### config.mk
export PLATFORM = sky130hd
export DESIGN_NAME = dmvc_cache
export DESIGN_NICKNAME = d
export VERILOG_FILES = /design/src/rtl/dmvc_pkg.sv /design/src/rtl/dmvc_l1_store.sv /design/src/rtl/dmvc_vb_store.sv /design/src/rtl/dmvc_vb_pick.sv /design/src/rtl/dmvc_cache.sv
export SDC_FILE = /design/constraint.sdc
export NUM_CORES = 1
export LEC_CHECK = 0
export ABC_AREA = 1
export BUFFER_PORTS_ARGS = -buffer_cell sky130_fd_sc_hd__buf_4
export CAP_MARGIN = 10
export CORE_ASPECT_RATIO = 0.9
export CORE_MARGIN = 8
export CORE_UTILIZATION = 40
export CTS_CLUSTER_DIAMETER = 30
export DETAILED_ROUTE_END_ITERATION = 10
export PLACE_DENSITY = 0.67
export SLEW_MARGIN = 20
export SYNTH_ARGS = -nofsm -noshare
export SYNTH_HDL_FRONTEND = slang
export SYNTH_SLANG_ARGS = --single-unit
export TNS_END_PERCENT = 20
### constraint.sdc
create_clock -name clk -period 4.7 [get_ports clk]
set_input_delay 0.94 -clock clk [delete_from_list [all_inputs] [get_ports clk]]
set_output_delay 0.94 -clock clk [all_outputs]
set_load 0.005 [all_outputs]
### src/rtl/dmvc_pkg.sv
package dmvc_pkg;
  typedef enum logic [1:0] {
    ST_IDLE = 2'd0,
    ST_SWAP = 2'd1,
    ST_FILL = 2'd2
  } dmvc_state_t;
endpackage

### src/rtl/dmvc_l1_store.sv
module dmvc_l1_store #(
  parameter int IDX_W  = 3,
  parameter int TAG_W  = 7,
  parameter int DATA_W = 16
) (
  input  logic              clk,
  input  logic              rst_n,
  input  logic [IDX_W-1:0]  rd_idx,
  output logic              rd_valid,
  output logic              rd_dirty,
  output logic [TAG_W-1:0]  rd_tag,
  output logic [DATA_W-1:0] rd_data,
  input  logic              we,
  input  logic [IDX_W-1:0]  wr_idx,
  input  logic              wr_dirty,
  input  logic [TAG_W-1:0]  wr_tag,
  input  logic [DATA_W-1:0] wr_data
);
  localparam int LINES = 1 << IDX_W;

  logic              v_q [LINES];
  logic              d_q [LINES];
  logic [TAG_W-1:0]  t_q [LINES];
  logic [DATA_W-1:0] w_q [LINES];

  always_ff @(posedge clk) begin
    if (!rst_n) begin
      for (int i = 0; i < LINES; i++) begin
        v_q[i] <= 1'b0;
        d_q[i] <= 1'b0;
      end
    end else if (we) begin
      v_q[wr_idx] <= 1'b1;
      d_q[wr_idx] <= wr_dirty;
    end
  end

  always_ff @(posedge clk) begin
    if (we) begin
      t_q[wr_idx] <= wr_tag;
      w_q[wr_idx] <= wr_data;
    end
  end

  assign rd_valid = v_q[rd_idx];
  assign rd_dirty = d_q[rd_idx];
  assign rd_tag   = t_q[rd_idx];
  assign rd_data  = w_q[rd_idx];
endmodule

### src/rtl/dmvc_vb_store.sv
module dmvc_vb_store #(
  parameter int ADDR_W = 10,
  parameter int DATA_W = 16,
  parameter int VB_N   = 4,
  parameter int SLOT_W = 2
) (
  input  logic              clk,
  input  logic              rst_n,
  input  logic [ADDR_W-1:0] lk_addr,
  output logic              hit,
  output logic [SLOT_W-1:0] hit_slot,
  output logic              hit_dirty,
  output logic [DATA_W-1:0] hit_data,
  input  logic [SLOT_W-1:0] x_slot,
  output logic              x_valid,
  output logic              x_dirty,
  output logic [ADDR_W-1:0] x_addr,
  output logic [DATA_W-1:0] x_data,
  output logic [VB_N-1:0]   valid_vec,
  input  logic              we,
  input  logic [SLOT_W-1:0] wr_slot,
  input  logic              wr_valid,
  input  logic              wr_dirty,
  input  logic [ADDR_W-1:0] wr_addr,
  input  logic [DATA_W-1:0] wr_data
);
  logic              v_q [VB_N];
  logic              d_q [VB_N];
  logic [ADDR_W-1:0] a_q [VB_N];
  logic [DATA_W-1:0] w_q [VB_N];
  logic [VB_N-1:0]   match;

  for (genvar g = 0; g < VB_N; g++) begin : g_cam
    assign match[g]     = v_q[g] && (a_q[g] == lk_addr);
    assign valid_vec[g] = v_q[g];
  end

  always_comb begin
    hit_slot = '0;
    for (int i = VB_N - 1; i >= 0; i--) begin
      if (match[i]) hit_slot = SLOT_W'(i);
    end
  end

  assign hit       = |match;
  assign hit_dirty = d_q[hit_slot];
  assign hit_data  = w_q[hit_slot];
  assign x_valid   = v_q[x_slot];
  assign x_dirty   = d_q[x_slot];
  assign x_addr    = a_q[x_slot];
  assign x_data    = w_q[x_slot];

  always_ff @(posedge clk) begin
    if (!rst_n) begin
      for (int i = 0; i < VB_N; i++) begin
        v_q[i] <= 1'b0;
        d_q[i] <= 1'b0;
      end
    end else if (we) begin
      v_q[wr_slot] <= wr_valid;
      d_q[wr_slot] <= wr_dirty;
    end
  end

  always_ff @(posedge clk) begin
    if (we) begin
      a_q[wr_slot] <= wr_addr;
      w_q[wr_slot] <= wr_data;
    end
  end
endmodule

### src/rtl/dmvc_vb_pick.sv
module dmvc_vb_pick #(
  parameter int VB_N   = 4,
  parameter int SLOT_W = 2
) (
  input  logic              clk,
  input  logic              rst_n,
  input  logic [VB_N-1:0]   valid_vec,
  input  logic              advance,
  output logic [SLOT_W-1:0] slot,
  output logic              full
);
  logic [SLOT_W-1:0] rr_q;
  logic [SLOT_W-1:0] free_slot;

  always_comb begin
    free_slot = '0;
    for (int i = VB_N - 1; i >= 0; i--) begin
      if (!valid_vec[i]) free_slot = SLOT_W'(i);
    end
  end

  assign full = &valid_vec;
  assign slot = full ? rr_q : free_slot;

  always_ff @(posedge clk) begin
    if (!rst_n) begin
      rr_q <= '0;
    end else if (advance && full) begin
      if (rr_q == SLOT_W'(VB_N - 1)) rr_q <= '0;
      else                            rr_q <= rr_q + 1'b1;
    end
  end
endmodule

### src/rtl/dmvc_cache.sv
module dmvc_cache
  import dmvc_pkg::*;
#(
  parameter int ADDR_W = 10,
  parameter int DATA_W = 16,
  parameter int IDX_W  = 3,
  parameter int VB_N   = 4
) (
  input  logic              clk,
  input  logic              rst_n,
  input  logic              req_valid,
  output logic              req_ready,
  input  logic              req_write,
  input  logic [ADDR_W-1:0] req_addr,
  input  logic [DATA_W-1:0] req_wdata,
  output logic              resp_valid,
  output logic [DATA_W-1:0] resp_rdata,
  output logic              mem_rd_req,
  output logic [ADDR_W-1:0] mem_rd_addr,
  input  logic              mem_rd_valid,
  input  logic [DATA_W-1:0] mem_rd_data,
  output logic              mem_wr_valid,
  output logic [ADDR_W-1:0] mem_wr_addr,
  output logic [DATA_W-1:0] mem_wr_data
);
  localparam int TAG_W  = ADDR_W - IDX_W;
  localparam int SLOT_W = (VB_N > 1) ? $clog2(VB_N) : 1;

  function automatic logic [IDX_W-1:0] f_idx(input logic [ADDR_W-1:0] a);
    return a[IDX_W-1:0];
  endfunction
  function automatic logic [TAG_W-1:0] f_tag(input logic [ADDR_W-1:0] a);
    return a[ADDR_W-1:IDX_W];
  endfunction
  function automatic logic [ADDR_W-1:0] f_join(input logic [TAG_W-1:0] t,
                                               input logic [IDX_W-1:0] i);
    return {t, i};
  endfunction

  dmvc_state_t       st_q;
  logic [ADDR_W-1:0] q_addr;
  logic              q_write;
  logic [DATA_W-1:0] q_wdata;
  logic [ADDR_W-1:0] look_addr;

  logic              l1_v, l1_d;
  logic [TAG_W-1:0]  l1_tag;
  logic [DATA_W-1:0] l1_data;
  logic              l1_we, l1_wd;
  logic [TAG_W-1:0]  l1_wt;
  logic [DATA_W-1:0] l1_wdat;

  logic              vb_hit, vb_h_d;
  logic [SLOT_W-1:0] vb_hslot, pick_slot;
  logic [DATA_W-1:0] vb_h_data, vb_x_data;
  logic              vb_x_v, vb_x_d, pick_full;
  logic [ADDR_W-1:0] vb_x_addr;
  logic [VB_N-1:0]   vb_valid_vec;
  logic              vb_we;
  logic [SLOT_W-1:0] vb_wslot;

  logic l1_hit;
  logic ev_accept, ev_l1_hit, ev_vb_hit, ev_miss, ev_swap, ev_fill, ev_spill, ev_wb;

  assign look_addr = (st_q == ST_IDLE) ? req_addr : q_addr;
  assign l1_hit    = l1_v && (l1_tag == f_tag(look_addr));

  assign ev_accept = (st_q == ST_IDLE) && req_valid;
  assign ev_l1_hit = ev_accept && l1_hit;
  assign ev_vb_hit = ev_accept && !l1_hit && vb_hit;
  assign ev_miss   = ev_accept && !l1_hit && !vb_hit;
  assign ev_swap   = (st_q == ST_SWAP);
  assign ev_fill   = (st_q == ST_FILL) && mem_rd_valid;
  assign ev_spill  = ev_fill && l1_v;
  assign ev_wb     = ev_spill && vb_x_v && vb_x_d;

  dmvc_l1_store #(.IDX_W(IDX_W), .TAG_W(TAG_W), .DATA_W(DATA_W)) u_l1 (
    .clk(clk), .rst_n(rst_n), .rd_idx(f_idx(look_addr)),
    .rd_valid(l1_v), .rd_dirty(l1_d), .rd_tag(l1_tag), .rd_data(l1_data),
    .we(l1_we), .wr_idx(f_idx(look_addr)), .wr_dirty(l1_wd),
    .wr_tag(l1_wt), .wr_data(l1_wdat)
  );

  dmvc_vb_store #(.ADDR_W(ADDR_W), .DATA_W(DATA_W), .VB_N(VB_N), .SLOT_W(SLOT_W)) u_vb (
    .clk(clk), .rst_n(rst_n), .lk_addr(look_addr),
    .hit(vb_hit), .hit_slot(vb_hslot), .hit_dirty(vb_h_d), .hit_data(vb_h_data),
    .x_slot(pick_slot), .x_valid(vb_x_v), .x_dirty(vb_x_d), .x_addr(vb_x_addr),
    .x_data(vb_x_data), .valid_vec(vb_valid_vec),
    .we(vb_we), .wr_slot(vb_wslot), .wr_valid(l1_v), .wr_dirty(l1_d),
    .wr_addr(f_join(l1_tag, f_idx(look_addr))), .wr_data(l1_data)
  );

  dmvc_vb_pick #(.VB_N(VB_N), .SLOT_W(SLOT_W)) u_pick (
    .clk(clk), .rst_n(rst_n), .valid_vec(vb_valid_vec),
    .advance(ev_spill), .slot(pick_slot), .full(pick_full)
  );

  assign vb_we    = ev_swap || ev_spill;
  assign vb_wslot = ev_swap ? vb_hslot : pick_slot;

  always_comb begin
    l1_we   = 1'b0;
    l1_wd   = 1'b0;
    l1_wt   = f_tag(look_addr);
    l1_wdat = l1_data;
    if (ev_l1_hit && req_write) begin
      l1_we   = 1'b1;
      l1_wd   = 1'b1;
      l1_wdat = req_wdata;
    end else if (ev_swap) begin
      l1_we   = 1'b1;
      l1_wd   = vb_h_d | q_write;
      l1_wdat = q_write ? q_wdata : vb_h_data;
    end else if (ev_fill) begin
      l1_we   = 1'b1;
      l1_wd   = q_write;
      l1_wdat = q_write ? q_wdata : mem_rd_data;
    end
  end

  always_ff @(posedge clk) begin
    if (!rst_n) begin
      st_q         <= ST_IDLE;
      resp_valid   <= 1'b0;
      mem_wr_valid <= 1'b0;
    end else begin
      resp_valid   <= ev_l1_hit || ev_swap || ev_fill;
      mem_wr_valid <= ev_wb;
      case (st_q)
        ST_IDLE: if (ev_vb_hit) st_q <= ST_SWAP;
                 else if (ev_miss) st_q <= ST_FILL;
        ST_SWAP: st_q <= ST_IDLE;
        ST_FILL: if (mem_rd_valid) st_q <= ST_IDLE;
        default: st_q <= ST_IDLE;
      endcase
    end
  end

  always_ff @(posedge clk) begin
    if (ev_accept) begin
      q_addr  <= req_addr;
      q_write <= req_write;
      q_wdata <= req_wdata;
    end
    if (ev_l1_hit || ev_swap || ev_fill) resp_rdata <= l1_wdat;
    if (ev_wb) begin
      mem_wr_addr <= vb_x_addr;
      mem_wr_data <= vb_x_data;
    end
  end

  assign req_ready   = (st_q == ST_IDLE);
  assign mem_rd_req  = (st_q == ST_FILL);
  assign mem_rd_addr = q_addr;
endmodule

Yosys cells after proc, flatten, opt, wreduce, memory -nomap -nowiden
Memories as Yosys holds them, arrays and structs flattened. A register that Yosys moved wholly into a read port is not among the register bits.
Index checks and enable logic that the tools add are counted.
- add/sub/neg operators: 1
- equality and inequality tests: 10
- multiplexer cells: 48
- bitwise gates (word level): 1
- reduce and logical (&&, ||, !) cells: 29
- operators with widths (operator ; count):
    16-bit 2-to-1 mux ; 5
    10-bit == test ; 4
    2-bit 2-to-1 mux ; 16
    1-bit 2-to-1 mux ; 23
    1-bit logical AND ; 16
    10-bit 2-to-1 mux ; 1
    7-bit == test ; 1
    3-bit 2-to-1 mux ; 2
    2-bit == test (second input constant) ; 2
    2-bit one-hot mux with 2 select lines ; 1
    4-bit AND reduction ; 1
    1-bit OR reduction ; 4
    4-bit OR reduction ; 1
    1-bit logical OR ; 3
    3-bit by 1-bit != test with 1-bit output (second input constant) ; 1
    2-bit by 1-bit adder with 2-bit output (second input constant) ; 1
    2-bit by 1-bit == test with 1-bit output (second input constant) ; 1
    1-bit logical NOT ; 2
    2-bit logical NOT ; 1
    2-bit by 1-bit != test with 1-bit output (second input constant) ; 1
    2-bit AND reduction ; 1
    1-bit bitwise OR ; 1
- register bits after elaboration: 49
- bits in writable memories: 312
- input port bits: 47
- output and inout bits: 56
- logic and storage cells: 105
- memories kept: 8
- memories (name ; depth ; bits a word ; read ports ; clocked after Yosys merged registers in ; wr ports ; line ; text):
    u_l1.w_q ; 8 ; 16 ; 1 ; 0 ; 1 ; dmvc_l1_store.sv:24 ; logic [DATA_W-1:0] w_q [LINES];
    u_vb.w_q ; 4 ; 16 ; 2 ; 1 ; 1 ; dmvc_vb_store.sv:30 ; logic [DATA_W-1:0] w_q [VB_N];
    u_l1.t_q ; 8 ; 7 ; 1 ; 0 ; 1 ; dmvc_l1_store.sv:23 ; logic [TAG_W-1:0] t_q [LINES];
    u_vb.a_q ; 4 ; 10 ; 5 ; 1 ; 1 ; dmvc_vb_store.sv:29 ; logic [ADDR_W-1:0] a_q [VB_N];
    u_l1.d_q ; 8 ; 1 ; 1 ; 0 ; 8 ; dmvc_l1_store.sv:22 ; logic d_q [LINES];
    u_l1.v_q ; 8 ; 1 ; 1 ; 0 ; 8 ; dmvc_l1_store.sv:21 ; logic v_q [LINES];
    +2 memories ; -- ; -- ; -- ; -- ; -- ; -- ;

Longest topological paths before layout
An unclocked memory read counts as a cell.
- depth in word-level cells: 13
- gate-level depth with buffers: 23

Modules after synthesis
Synthesis repeated with hierarchy kept, for this count alone.
- cell total of the unflattened synthesis: 2048
- area, all modules: 18740.5 um^2
- by module, submodules not included (module ; instances ; cells each ; area an instance (um^2) ; sequential area each (um^2)):
    dmvc_l1_store ; 1 ; 934 ; 8841.0 ; 5845.6
    dmvc_vb_store ; 1 ; 717 ; 6219.7 ; 3303.2
    dmvc_cache ; 1 ; 373 ; 3525.9 ; 2152.1
    dmvc_vb_pick ; 1 ; 24 ; 153.9 ; 40.0

Worst setup path before layout
OpenSTA, ideal clock, no wires.
- path kind: input to register
- from: input req_addr[0]
- to: memory u_vb.a_q[3][0] (enable)
- arrival: 3.448 ns
- required time: 4.291 ns
- setup slack: 0.843 ns
- cell stages on the path: 18
- path through: inv_1 -> nand2_1 -> nand2_2 -> buf_6 -> nand2_1 -> nand3_1 -> nor2_2 -> nand2_1 -> nor2_1 -> nand2_1 -> nand2_1 -> nand2_2 -> buf_6 -> nand2_2 -> o21ai_2 -> inv_1 -> nand2_1 -> nor2_1
- longest elaborated chain between the ends: 8
- elaborated cells on any way between the ends: 19
- RTL lines (element ; line ; text):
    from (decl) ; dmvc_cache.sv:14 ; input logic [ADDR_W-1:0] req_addr,
    10-bit 2-to-1 mux * ; dmvc_cache.sv:65 ; assign look_addr = (st_q == ST_IDLE) ? req_addr : q_addr;
    10-bit == test ; dmvc_vb_store.sv:34 ; assign match[g] = v_q[g] && (a_q[g] == lk_addr);
    1-bit logical AND ; dmvc_vb_store.sv:34 ;
    2-bit 2-to-1 mux (4 in a row) ; dmvc_vb_store.sv:41 ; if (match[i]) hit_slot = SLOT_W'(i);
    2-bit 2-to-1 mux ; dmvc_cache.sv:99 ; assign vb_wslot = ev_swap ? vb_hslot : pick_slot;
    to (decl) ; dmvc_vb_store.sv:29 ;
Mark *: on every way between the ends. The rest lies on a longest branch, timed or not.

Worst setup path after layout
- from: register st_q[1]
- to: register resp_rdata[6], data pin
- elaborated cells on any way between the ends: 30
- RTL lines (element ; line ; text):
    from (decl) ; dmvc_cache.sv:40 ; dmvc_state_t st_q;
    from (signal assigned) ; dmvc_cache.sv:123 ; st_q <= ST_IDLE;
    from (signal assigned) ; dmvc_cache.sv:130 ; ST_IDLE: if (ev_vb_hit) st_q <= ST_SWAP;
    from (signal assigned) ; dmvc_cache.sv:131 ; else if (ev_miss) st_q <= ST_FILL;
    2-bit logical NOT ; dmvc_cache.sv:65 ;
    10-bit 2-to-1 mux ; dmvc_cache.sv:65 ;
    memory read 8 x 16 bit ; -- ;
    net l1_data[6] ; dmvc_cache.sv:48 ; logic [DATA_W-1:0] l1_data;
    16-bit 2-to-1 mux ; dmvc_cache.sv:114 ; end else if (ev_fill) begin
    16-bit 2-to-1 mux ; dmvc_cache.sv:110 ; end else if (ev_swap) begin
    16-bit 2-to-1 mux ; dmvc_cache.sv:106 ; if (ev_l1_hit && req_write) begin
    net l1_wdat[6] ; dmvc_cache.sv:51 ; logic [DATA_W-1:0] l1_wdat;
    to (signal assigned) ; dmvc_cache.sv:145 ; if (ev_l1_hit || ev_swap || ev_fill) resp_rdata <= l1_wdat;
    to (decl) ; dmvc_cache.sv:17 ; output logic [DATA_W-1:0] resp_rdata,
The timed path passes the listed nets, and every way through them passes these cells.
A chain may end at the register's enable or synchronous reset.

==> flow_summary.rst <==
.. list-table::
   :header-rows: 1

   * - Metric
     - Value
   * - Dpl cell area
     - 19,600 um^2
   * - Number of max-capacitance violations reported
     - 0
   * - Endpoints failing hold
     - 0
   * - Gate count after technology mapping
     - 1,865
   * - Number of distinct library cells after synthesis
     - 43
   * - Global-route wire length before repair
     - 78.9 mm
   * - Remaining antenna violation count
     - 0
   * - Setup Buffers After CTS
     - 0
   * - Post-synth net total
     - 1,913
   * - Fraction of registers with async set/reset
     - 0%
   * - Setup skew after layout
     - 0.0295 ns
   * - Wire length per cell
     - 19.3 um
   * - Number of levels in the clock H-tree
     - 3
   * - Fin nets
     - 2,080
   * - Remaining Overflow, GRT
     - 0
   * - HPWL reported at the end of detailed placement
     - 35.2 mm
   * - Synthesis-to-finish area growth
     - 24.4%
   * - Post-synthesis cell area
     - 18,000 um^2
   * - Worst hold path class
     - register to register
   * - Minimum clock period after layout
     - 4.03 ns
   * - Worst slew slack as a fraction of its limit
     - 30.2%
   * - Number of storage elements in the synthesis netlist
     - 387
   * - Max frequency
     - 0.248 GHz
   * - Slew of the pin with the lowest slew margin
     - 1.05 ns
   * - Net switching component of the power
     - 0.00256 W
   * - Total number of vias
     - 14,000
   * - EDFF count, synth
     - 359
   * - Average cell area after synthesis
     - 9.63 um^2
   * - Reg clk slew, reported paths
     - 0.05 ns
   * - Post-route clock period utilization
     - 85.8%
   * - Capturing element type of the critical path
     - register
   * - Post-synth top area share
     - 60.0%
   * - Design Area, Final
     - 22,300 um^2
   * - Detailed-route DRC error count
     - 0
   * - Global placement routability congestion
     - 0.943
   * - Most used flip-flop cell after synthesis
     - sky130_fd_sc_hd__edfxtp_1
   * - Area contributors post-synth
     - sky130_fd_sc_hd__edfxtp_1, sky130_fd_sc_hd__nand2_1, sky130_fd_sc_hd__inv_1
   * - Final number of max-transition violations
     - 0
   * - Fraction of power spent switching nets
     - 24.1%
   * - Maximum VDD drop
     - 0.000257 V
   * - Routed wire length
     - 51.9 mm
   * - Sequential area share after synthesis
     - 63.1%
   * - Number of CTS-inserted buffers
     - 82
   * - Power share of the sequential group
     - 37.6%
   * - Cell-internal power
     - 0.00808 W
   * - Global-route usage over all layers
     - 19.7%
   * - CP startpoint kind
     - register
   * - Number of placed cells counting well taps
     - 2,548
   * - Final setup viols
     - 0
   * - Number of fill cells in the layout
     - 3,881
   * - Number of violations reported at the end of detailed-routing iteration 0
     - 1,283
   * - Arrival time worst endpoint
     - 4.28 ns
   * - Root buffer cell
     - sky130_fd_sc_hd__clkbuf_16
   * - Cell taking the most area after synthesis
     - sky130_fd_sc_hd__edfxtp_1
   * - Maximum count of clock buffers along a single path
     - 3
   * - Aggregate negative setup slack
     - 0 ns
   * - I/O pin count
     - 103
   * - CTS tree
     - yes
   * - Overall die width
     - 239 um
   * - Antenna violations before repair
     - 1
   * - Post_cts resized
     - 0
   * - Area of the core region
     - 44,300 um^2
   * - Vias in the first global route
     - 13,500
   * - PwrDens
     - 476 nW/um^2
   * - Fraction of power consumed by combinational cells
     - 8.9%
   * - Die H
     - 217 um
   * - Worst setup slack before clock tree synthesis
     - 0.544 ns
   * - Leakage
     - 9.62 nW
   * - Critical path data required time
     - 4.94 ns
   * - Run status
     - finished clean
   * - Highest fanout seen on the critical path
     - 13
   * - Number of hold buffers added after cts
     - 0
   * - Most frequently used cell type in the post-synthesis netlist
     - sky130_fd_sc_hd__nand2_1
   * - Starting density of the core
     - 40.6%
   * - Syn. warnings
     - 0
   * - Detailed-route vias per instance
     - 5.20
   * - Least setup slack across all paths after layout
     - 0.667 ns
   * - Synth top cells by count
     - sky130_fd_sc_hd__nand2_1, sky130_fd_sc_hd__edfxtp_1, sky130_fd_sc_hd__inv_1
   * - Area of the die
     - 52,000 um^2
   * - Fraction of power consumed by the clock network
     - 53.6%
   * - Total of buffers placed on input and output ports
     - 102
   * - Number of standard cells in the final layout excluding fillers
     - 2,695
   * - Critical Setup Path Class
     - register to register
   * - Maximum number of pins on one net before global-route repair
     - 51
   * - Sink count of the clock tree
     - 387
   * - First drt pass iteration count
     - 7
   * - Skew-Pair Late Insertion Delay
     - 0.59 ns
   * - Share of final-layout standard cells stronger than drive strength 1
     - 15.7%
   * - RSZ-0062 raised after global routing
     - false
   * - Site row count
     - 73
layer usage:
layer / GRT usage (%) / wire (um)
met5: 0 / 0
met2: 30.1 / 23300
met4: 8.03 / 1540
met3: 5.66 / 5420
met1: 26.0 / 21700
registers in the layout, indices dropped and copies added, names as in the netlist:
register and cells:
u_l1.v_q 8, mem_wr_data 16, resp_valid 1, mem_wr_addr 10, resp_rdata 16, u_vb.a_q 40
q_wdata 16, mem_rd_addr 10, u_vb.d_q 4, u_l1.t_q 56, u_l1.w_q 128, mem_wr_valid 1
u_vb.w_q 64, u_l1.d_q 8, q_write 1, u_vb.v_q 4, st_q 2, u_pick.rr_q 2
power by group through the flow:
stage          Combinational, W  Clock (W)  Sequential [W]
6_report               0.000942    0.00570         0.00400
5_1_grt                 0.00104    0.00595         0.00400
4_1_cts                0.000928    0.00575         0.00400
3_5_place_dp           0.000919          0         0.00406
3_3_place_gp           0.000898          0         0.00406
2_1_floorplan          0.000568          0         0.00405
layout make-up:
type                    count  area [um^2]  share of cell area, %
flip-flops and latches    387        11300                   50.8
clock inverters            54          601                   2.69
multi-input cells        1145         5280                   23.6
diodes                      1         2.50                 0.0112
repair buffers            149         1190                   5.34
clock buffers              92         2170                   9.73
well taps                 600          751                   3.36
inverters                 267         1000                   4.49
metrics by stage:
stage,hold slack [ns],power (W),utilization (%)
after detailed placement,0.437,0.00497,44.2
after global routing,0.475,0.0110,50.4
final,0.442,0.0106,50.4
after floorplan,0.423,0.00461,-
after CTS,0.444,0.0107,50.4
after global placement,0.433,0.00495,44.2
worst max-delay path, cell delays in order, from the launching register on:
cell	delay, ns
sky130_fd_sc_hd__dfxtp_1	0.32
sky130_fd_sc_hd__nor2_2	0.66
sky130_fd_sc_hd__o21ai_2	0.42
sky130_fd_sc_hd__nand3_1	0.23
sky130_fd_sc_hd__clkinv_1	0.43
sky130_fd_sc_hd__buf_4	0.36
sky130_fd_sc_hd__nand2_1	0.08
sky130_fd_sc_hd__nand2_1	0.08
sky130_fd_sc_hd__nor2_1	0.11
sky130_fd_sc_hd__nand4_1	0.22
sky130_fd_sc_hd__or2_2	0.35
sky130_fd_sc_hd__nand3_1	0.08
sky130_fd_sc_hd__inv_1	0.04
sky130_fd_sc_hd__nand2_1	0.07
sky130_fd_sc_hd__nand2_1	0.23
final timing paths:
path / from / to / slack (ns) / depth (start not counted)
max: st_q[1] / resp_rdata[6] / 0.67 / 14
min reg2reg: u_l1.v_q[5] / u_l1.v_q[5] / 0.44 / 2
min: u_l1.v_q[5] / u_l1.v_q[5] / 0.44 / 2
max reg2reg: st_q[1] / resp_rdata[6] / 0.67 / 14
kinds of logic after synthesis:
logic type | after synthesis | share of synthesized area [%]
fa+ha+maj | 1 | 0.0696
simple gates | 927 | 21.9
compound gates | 216 | 7.17
xor+xnor | 1 | 0.0488
flops | 387 | 63.1
buf+inv | 333 | 7.65
layout by cell type, fill, tap and decap left out, drive strengths merged:
cell	Yosys	final
a211oi	1	1
a21oi	74	74
a221oi	12	12
a22o	10	10
a22oi	20	20
a31oi	1	1
and3	3	3
buf	38	149
bufinv	0	10
clkbuf	28	92
clkinv	5	33
clkinvlp	0	9
dfxtp	28	28
diode	0	1
edfxtp	359	359
ha	1	1
inv	262	269
nand2	632	632
nand3	126	126
nand3b	8	8
nand4	40	40
nor2	103	103
nor3	6	6
nor4	2	2
o211ai	17	17
o21ai	76	76
o221ai	1	1
o22ai	4	4
or2	7	7
xor2	1	1
(Power assumes the default switching activity.)
